### src/rtl/sram_sector_bus.sv
module sram_sector_bus #(
  parameter int AW     = 16,
  parameter int DW     = 8,
  parameter int SECT_W = 3
) (
  input  logic              clk,
  input  logic              rst_n,
  input  logic              ctla_wr,
  input  logic [1:0]        ctla_d,
  input  logic              ctlb_wr,
  input  logic [SECT_W+2:0] ctlb_d,
  input  logic              req,
  input  logic              we,
  input  logic [AW-1:0]     addr,
  input  logic [DW-1:0]     wdata,
  input  logic              next_ram,
  output logic              ready,
  output logic [DW-1:0]     rdata,
  input  logic [DW-1:0]     port_ad_out,
  input  logic [DW-1:0]     port_ad_oe,
  input  logic [AW-DW-1:0]  port_ahi_out,
  input  logic [AW-DW-1:0]  port_ahi_oe,
  input  logic [2:0]        port_ctl_out,
  input  logic [2:0]        port_ctl_oe,
  output logic [DW-1:0]     pin_ad_out,
  output logic [DW-1:0]     pin_ad_oe,
  input  logic [DW-1:0]     pin_ad_in,
  output logic [AW-DW-1:0]  pin_ahi_out,
  output logic [AW-DW-1:0]  pin_ahi_oe,
  output logic [2:0]        pin_ctl_out,
  output logic [2:0]        pin_ctl_oe
);
  localparam int HW = AW - DW;

  typedef enum logic [2:0] {S_IDLE, S_ADDR, S_SETUP, S_STRB, S_REL, S_HOLD} state_t;

  state_t             state;
  logic               en_q, hw1_q, hw0_q;
  logic [SECT_W-1:0]  lim_q;
  logic [1:0]         lo_wait_q;
  logic [AW-1:0]      a_q;
  logic [DW-1:0]      d_q, rd_q;
  logic               we_q, nr_q;
  logic [1:0]         wc_q, cnt_q;

  logic               in_upper, accept;
  logic [1:0]         sel_wait, extra;
  logic               ale, wr_n, rd_n, bus_oe;
  logic [DW-1:0]      bus_ad;

  always_ff @(posedge clk or negedge rst_n)
    if (!rst_n) begin
      en_q      <= 1'b0;
      hw1_q     <= 1'b0;
      hw0_q     <= 1'b0;
      lim_q     <= '0;
      lo_wait_q <= 2'b00;
    end else begin
      if (ctla_wr) {en_q, hw1_q} <= ctla_d;
      if (ctlb_wr) {lim_q, lo_wait_q, hw0_q} <= ctlb_d;
    end

  assign in_upper = (lim_q != '0) && (addr[AW-1 -: SECT_W] >= lim_q);
  assign sel_wait = in_upper ? {hw1_q, hw0_q} : lo_wait_q;
  assign extra    = (sel_wait == 2'b00) ? 2'd0 : (sel_wait == 2'b01) ? 2'd1 : 2'd2;
  assign accept   = en_q && req && (state == S_IDLE);

  always_ff @(posedge clk or negedge rst_n)
    if (!rst_n) begin
      state <= S_IDLE;
      a_q   <= '0;
      d_q   <= '0;
      rd_q  <= '0;
      we_q  <= 1'b0;
      nr_q  <= 1'b0;
      wc_q  <= 2'b00;
      cnt_q <= 2'd0;
    end else begin
      case (state)
        S_IDLE: if (accept) begin
          state <= S_ADDR;
          a_q   <= addr;
          d_q   <= wdata;
          we_q  <= we;
          nr_q  <= next_ram;
          wc_q  <= sel_wait;
          cnt_q <= extra;
        end
        S_ADDR:  state <= S_SETUP;
        S_SETUP: state <= S_STRB;
        S_STRB: begin
          if (cnt_q == 2'd0) begin
            state <= S_REL;
            if (!we_q) rd_q <= pin_ad_in;
          end else begin
            cnt_q <= cnt_q - 2'd1;
          end
        end
        S_REL:   state <= (wc_q == 2'b11) ? S_HOLD : S_IDLE;
        S_HOLD:  state <= S_IDLE;
        default: state <= S_IDLE;
      endcase
    end

  assign ready  = (state == S_IDLE);
  assign rdata  = rd_q;

  assign ale    = (state == S_ADDR) || (state == S_HOLD && nr_q);
  assign wr_n   = !(state == S_STRB && we_q);
  assign rd_n   = !(state == S_STRB && !we_q);
  assign bus_oe = (state == S_ADDR) || (we_q && (state == S_SETUP || state == S_STRB));
  assign bus_ad = (state == S_ADDR) ? a_q[DW-1:0] : d_q;

  assign pin_ad_out  = en_q ? bus_ad          : port_ad_out;
  assign pin_ad_oe   = en_q ? {DW{bus_oe}}    : port_ad_oe;
  assign pin_ahi_out = en_q ? a_q[AW-1:DW]    : port_ahi_out;
  assign pin_ahi_oe  = en_q ? {HW{1'b1}}      : port_ahi_oe;
  assign pin_ctl_out = en_q ? {ale, wr_n, rd_n} : port_ctl_out;
  assign pin_ctl_oe  = en_q ? 3'b111          : port_ctl_oe;
endmodule

### config.mk
export PLATFORM = sky130hd
export DESIGN_NAME = sram_sector_bus
export DESIGN_NICKNAME = d
export VERILOG_FILES = /design/src/rtl/sram_sector_bus.sv
export SDC_FILE = /design/constraint.sdc
export NUM_CORES = 1
export LEC_CHECK = 0
export ABC_AREA = 1
export BUFFER_PORTS_ARGS = -buffer_cell sky130_fd_sc_hd__buf_2
export CORE_MARGIN = 4
export CORE_UTILIZATION = 50
export CTS_BUF_LIST = sky130_fd_sc_hd__clkbuf_2 sky130_fd_sc_hd__clkbuf_4 sky130_fd_sc_hd__clkbuf_8
export CTS_CLUSTER_DIAMETER = 120
export DETAILED_ROUTE_END_ITERATION = 8
export PLACE_DENSITY = 0.87
export SYNTH_ARGS = -nofsm -noshare
export SYNTH_HDL_FRONTEND = slang
export SYNTH_SLANG_ARGS = --single-unit
export TNS_END_PERCENT = 1
### constraint.sdc
create_clock -name clk -period 4.2 [get_ports clk]
set_clock_uncertainty 0.15 [all_clocks]
set_input_delay 0.42 -clock clk [delete_from_list [all_inputs] [get_ports clk]]
set_output_delay 0.42 -clock clk [all_outputs]
set_load 0.02 [all_outputs]
# After elaboration in Yosys (flattened, before gate mapping)
# Cells that the tools add are included.
# classes
muxes	17
multipliers	0
n_div	0
n_reduce_logical	22
shift	0
bitwise	1
addsub	1
order_cmp	1
eq_ne	10
# op_table
cell	count
$mux 8	5
$mux 3	5
$pmux 3 s5	1
$mux 2	5
$logic_and 1x1->1	7
$eq 3x2->1 const B	2
$eq 3x3->1 const B	2
$reduce_and 3->1	2
$logic_not 2->1	2
$ne 2x2->1 const B	2
$pmux 2 s2	1
$reduce_and 2->1	2
$eq 3x1->1 const B	1
$ge 3x3->1	1
$logic_not 1->1	3
$logic_not 3->1	1
$logic_or 1x1->1	3
$reduce_bool 3->1	1
$eq 2x1->1 const B	1
$eq 2x2->1 const B	1
$ne 2x1->1 const B	1
$reduce_bool 2->1	1
$sub 2x1->2 const B	1
$not 1->1	1
# totals
inputBits	85
elab_cells	65
ff_bits	49
rom_bits	0
ramBits	0
latch_bits	0
memories	0

# Depth between registers and ports, before layout
# logic_depth
ltp_word	8
ltp_mapped	12

# Worst setup path after synthesis
# Ideal clock, no wire load.
# synth_timing
kind	register -> output
start	register state[2]
end	output pin_ad_out[7]
path_slack_ps	2321
path_stages_with_launch	5
required_time_ps	3630
n_path_buf	1
arrival_time_ps	1309
cell_sequence	dfrtp_1 inv_1 clkbuf_1 nand3_1 a21oi_1
# synth_via
elab_chain_cells	3
# synth_lines
item	line	source
start, declared	37	state_t state;
start signal, assigned	99	S_REL: state <= (wc_q == 2'b11) ? S_HOLD : S_IDLE;
$eq 3x1->1	112	assign bus_ad = (state == S_ADDR) ? a_q[DW-1:0] : d_q;
$mux 8	112	
$mux 8	114	assign pin_ad_out = en_q ? bus_ad : port_ad_out;
end, declared	25	output logic [DW-1:0] pin_ad_out,
# No other way between the ends.

# Final worst setup path
# layout_timing
start	register en_q
end	output pin_ctl_out[2]
# layout_via
elab_chain_cells	1
# layout_lines
item	line	source
start, declared	38	logic en_q, hw1_q, hw0_q;
start signal, assigned	59	if (ctla_wr) {en_q, hw1_q} <= ctla_d;
$mux 3	118	assign pin_ctl_out = en_q ? {ale, wr_n, rd_n} : port_ctl_out;
end, declared	30	output logic [2:0] pin_ctl_out,
# No other way between the ends.

==> flow_summary_export.csv <==
group,metric,value,unit
run_status,status,"complete, no violations",
worst_setup_path,end_kind,"primary output",
routing,drtAntennaViolNets,0,
sta,finalSetupViolCount,0,
worst_setup_path,path_max_fanout,32,
sta,fin_ws,1.59,ns
sta,whs,0.151,ns
routing,drc,0,
routing,first_iter_violations,158,
synthesis,yosysMostFrequentCell,"nand2_1",
floorplan,die_x,79.5,um
routing,dr.pass1.iters,4,
hold_path,hold_path.class,"in -> async",
layout,antenna_cells,0,
global_routing,grt_antenna_before_repair,0,
worst_setup_path,r2r_slack,1.84,ns
routing,finalWirelength,6610,um
synthesis,syn_area_per_cell,7.92,um^2
sta,max_slew.worst_pin.slew,1.05,ns
cts,cts.clk_slew.worst_paths,0.09,ns
synthesis,synth-seq-cells,49,
layout,multi_input_area,1200,um^2
synthesis,synth_cell_type_count,24,
floorplan,die_area,6320,um^2
worst_setup_path,worst_path_largest_cell_delay,0.67,ns
synthesis,async_reset_ff_share,100,%
cts,ctsHoldBuffers,0,
global_routing,grt_max_degree,50,
worst_setup_path,crit_arrival,2.04,ns
floorplan,die-height,79.5,um
worst_setup_path,worstSetupStartpoint,"en_q",
sta,hold_viol_final,0,
pwr,leakage,0.00197,uW
layout,layout-drive-gt1-share,37.8,%
worst_setup_path,crit_chain,"buf_4, inv_1, o21ai_0, buf_2",
floorplan,start_util,52.7,%
pwr,powerDensity,607,nW/um^2
routing,wl_per_cell,12.8,um
synthesis,synth_nets,412,
cts,clkSinkCount,49,
layout,nFillCells,408,
worst_setup_path,reg2reg_from,"state[2]",
floorplan,fp-row-count,25,
synthesis,netlist_instances,323,
synthesis,synth_top_area_share,47.9,%
synthesis,ys_seq_area_share,47.9,%
worst_setup_path,criticalPathCategory,"reg -> out",
worst_setup_path,start_kind,"register",
sta,rsz0062_at_grt,"no",
global_routing,grt_pass1_vias,2449,
worst_setup_path,timing.rr.end,"wc_q[0]",
cts,cts_tree,"built",
cts,cts_buffers,5,
sta,finalCriticalPeriod,2.61,ns
pwr,irDropWorstVdd,0.000411,V
sta,slew_headroom,30.1,%
synthesis,synth_top_area_cell,"dfrtp_1",
pwr,power.total,2040,uW
worst_setup_path,crit_slowest_cell,"inv_1",
global_routing,grt_overflow,0,
floorplan,coreArea,4850,um^2
synthesis,synthFlopType,"dfrtp_1",
cts,cts-resized-gates,0,
cts,clk_latency,0.30,ns
cts,ctsLongestPathBuffers,2,
synthesis,synth_area,2560,um^2
worst_setup_path,critPathRequiredTime,3.63,ns
synthesis,yosys-top-cells-area,"dfrtp_1 48%, nand2_1 21%, mux2_4 4.7%",
sta,fmax,384,MHz
layout,nets,538,
synthesis,synth_commonest_cells,"143 x nand2_1, 49 x dfrtp_1, 21 x a21oi_1",
global_routing,grt_pass1_wl,10900,um
job,maxCapViolCount,0,
cts,cts-root-buf,"clkbuf_8",
place,dp_hpwl,4900,um
routing,avgViaCountPerCell,4.85,
layout,area_delta_synth_final,31.5,%
cts,htree_levels,2,
synthesis,synth_edf_count,0,
worst_setup_path,reg2regPathDepth,6,
sta,final.setup.tns,0,ns
routing,via_count,2510,
cts,cts_setup_buffers,0,
global_routing,grt_use_total,21.9,%
layout,seqCellArea,1230,um^2
sta,maxSlewViolCount,0,
place,gp_congestion,0.800,
sta,fin_crit_sh,62.1,%
place,io_buffer_count,131,
place,preCtsSetupSlack,1.84,ns
synthesis,yosysWarningCount,0,
floorplan,ioPinCount,132,
[placed cells by master (no fill, tap or decap), drive strengths merged]
cell / n
nand2: 146
buf: 132
dfrtp: 49
a21oi: 21
inv: 19
nand3: 18
nor2: 17
o21ai: 13
or2: 11
mux2: 10
clkbuf: 7
ha: 4
a31oi: 1
nor3: 1
bufinv: 1
[worst max path at each step]
stage / endpoint / slack [ns] / cells after the start
6_report: pin_ctl_out[2] / 1.59 / 4
5_1_grt: pin_ad_out[7] / 1.39 / 5
4_1_cts: pin_ctl_out[2] / 1.61 / 4
3_5_place_dp: wc_q[1] / 1.84 / 6
3_3_place_gp: wc_q[1] / 1.87 / 6
2_1_floorplan: pin_ad_out[7] / 2.32 / 4
[critical path, delay by kind of cell (launching register included)]
kind / cells / cell delay, ns
flip-flops: 1 / 0.37
buffers and inverters: 3 / 1.11
AO/OA/AOI/OAI: 1 / 0.26
[metrics by stage]
stage	utilization, %	cells	cell area, um^2
floorplan	-	323	2560
global placement	66.9	509	3240
detailed placement	66.9	509	3240
CTS	69.3	517	3360
global route	69.3	517	3360
finish	69.3	517	3360
[area by class of cell]
| cell class | instances | area share (%) |
|---|---|---|
| timing repair buffer | 132 | 19.7 |
| clock inverter | 1 | 0.893 |
| inverter | 19 | 2.12 |
| clock buffer | 7 | 2.68 |
| multi-input combinational | 242 | 35.6 |
| tap | 67 | 2.49 |
| sequential | 49 | 36.5 |
[state kept, by name (all words and copies together), names as in the netlist]
| register | count |
|---|---|
| a_q | 16 |
| d_q | 8 |
| rdata | 8 |
| lim_q | 3 |
| state | 3 |
| cnt_q | 2 |
| lo_wait_q | 2 |
| wc_q | 2 |
| en_q | 1 |
| hw0_q | 1 |
| hw1_q | 1 |
| nr_q | 1 |
| we_q | 1 |
[metal layers]
layer  GRT usage, %  share of wire (%)  vias to the layer above
met4           7.56                1.3                        0
met1           26.1                 40                     1148
met3           5.19                8.0                        7
met2           38.6                 51                       89
met5              0                  0                        -
li1               -                  -                     1266
[cells by family (layout without fill, tap and decap cells)]
family,after synthesis,count (layout),synth area share (%)
multiplexers,10,10,5.58
buffers and inverters,32,159,5.23
AND/OR/NAND/NOR,193,193,32.4
flip-flops,49,49,47.9
adder cells (fa/ha/maj),4,4,1.96
AO/OA/AOI/OAI,35,35,6.90
[power breakdown]
| part | total (uW) | switching [uW] | internal (uW) | leakage, uW |
|---|---|---|---|---|
| Sequential | 788 | 122 | 667 | 0.000602 |
| Clock | 354 | 154 | 201 | 0.0000619 |
| Combinational | 898 | 559 | 339 | 0.00130 |
| Total | 2040 | 834 | 1210 | 0.00197 |
Power figures use the tool's default switching activity.
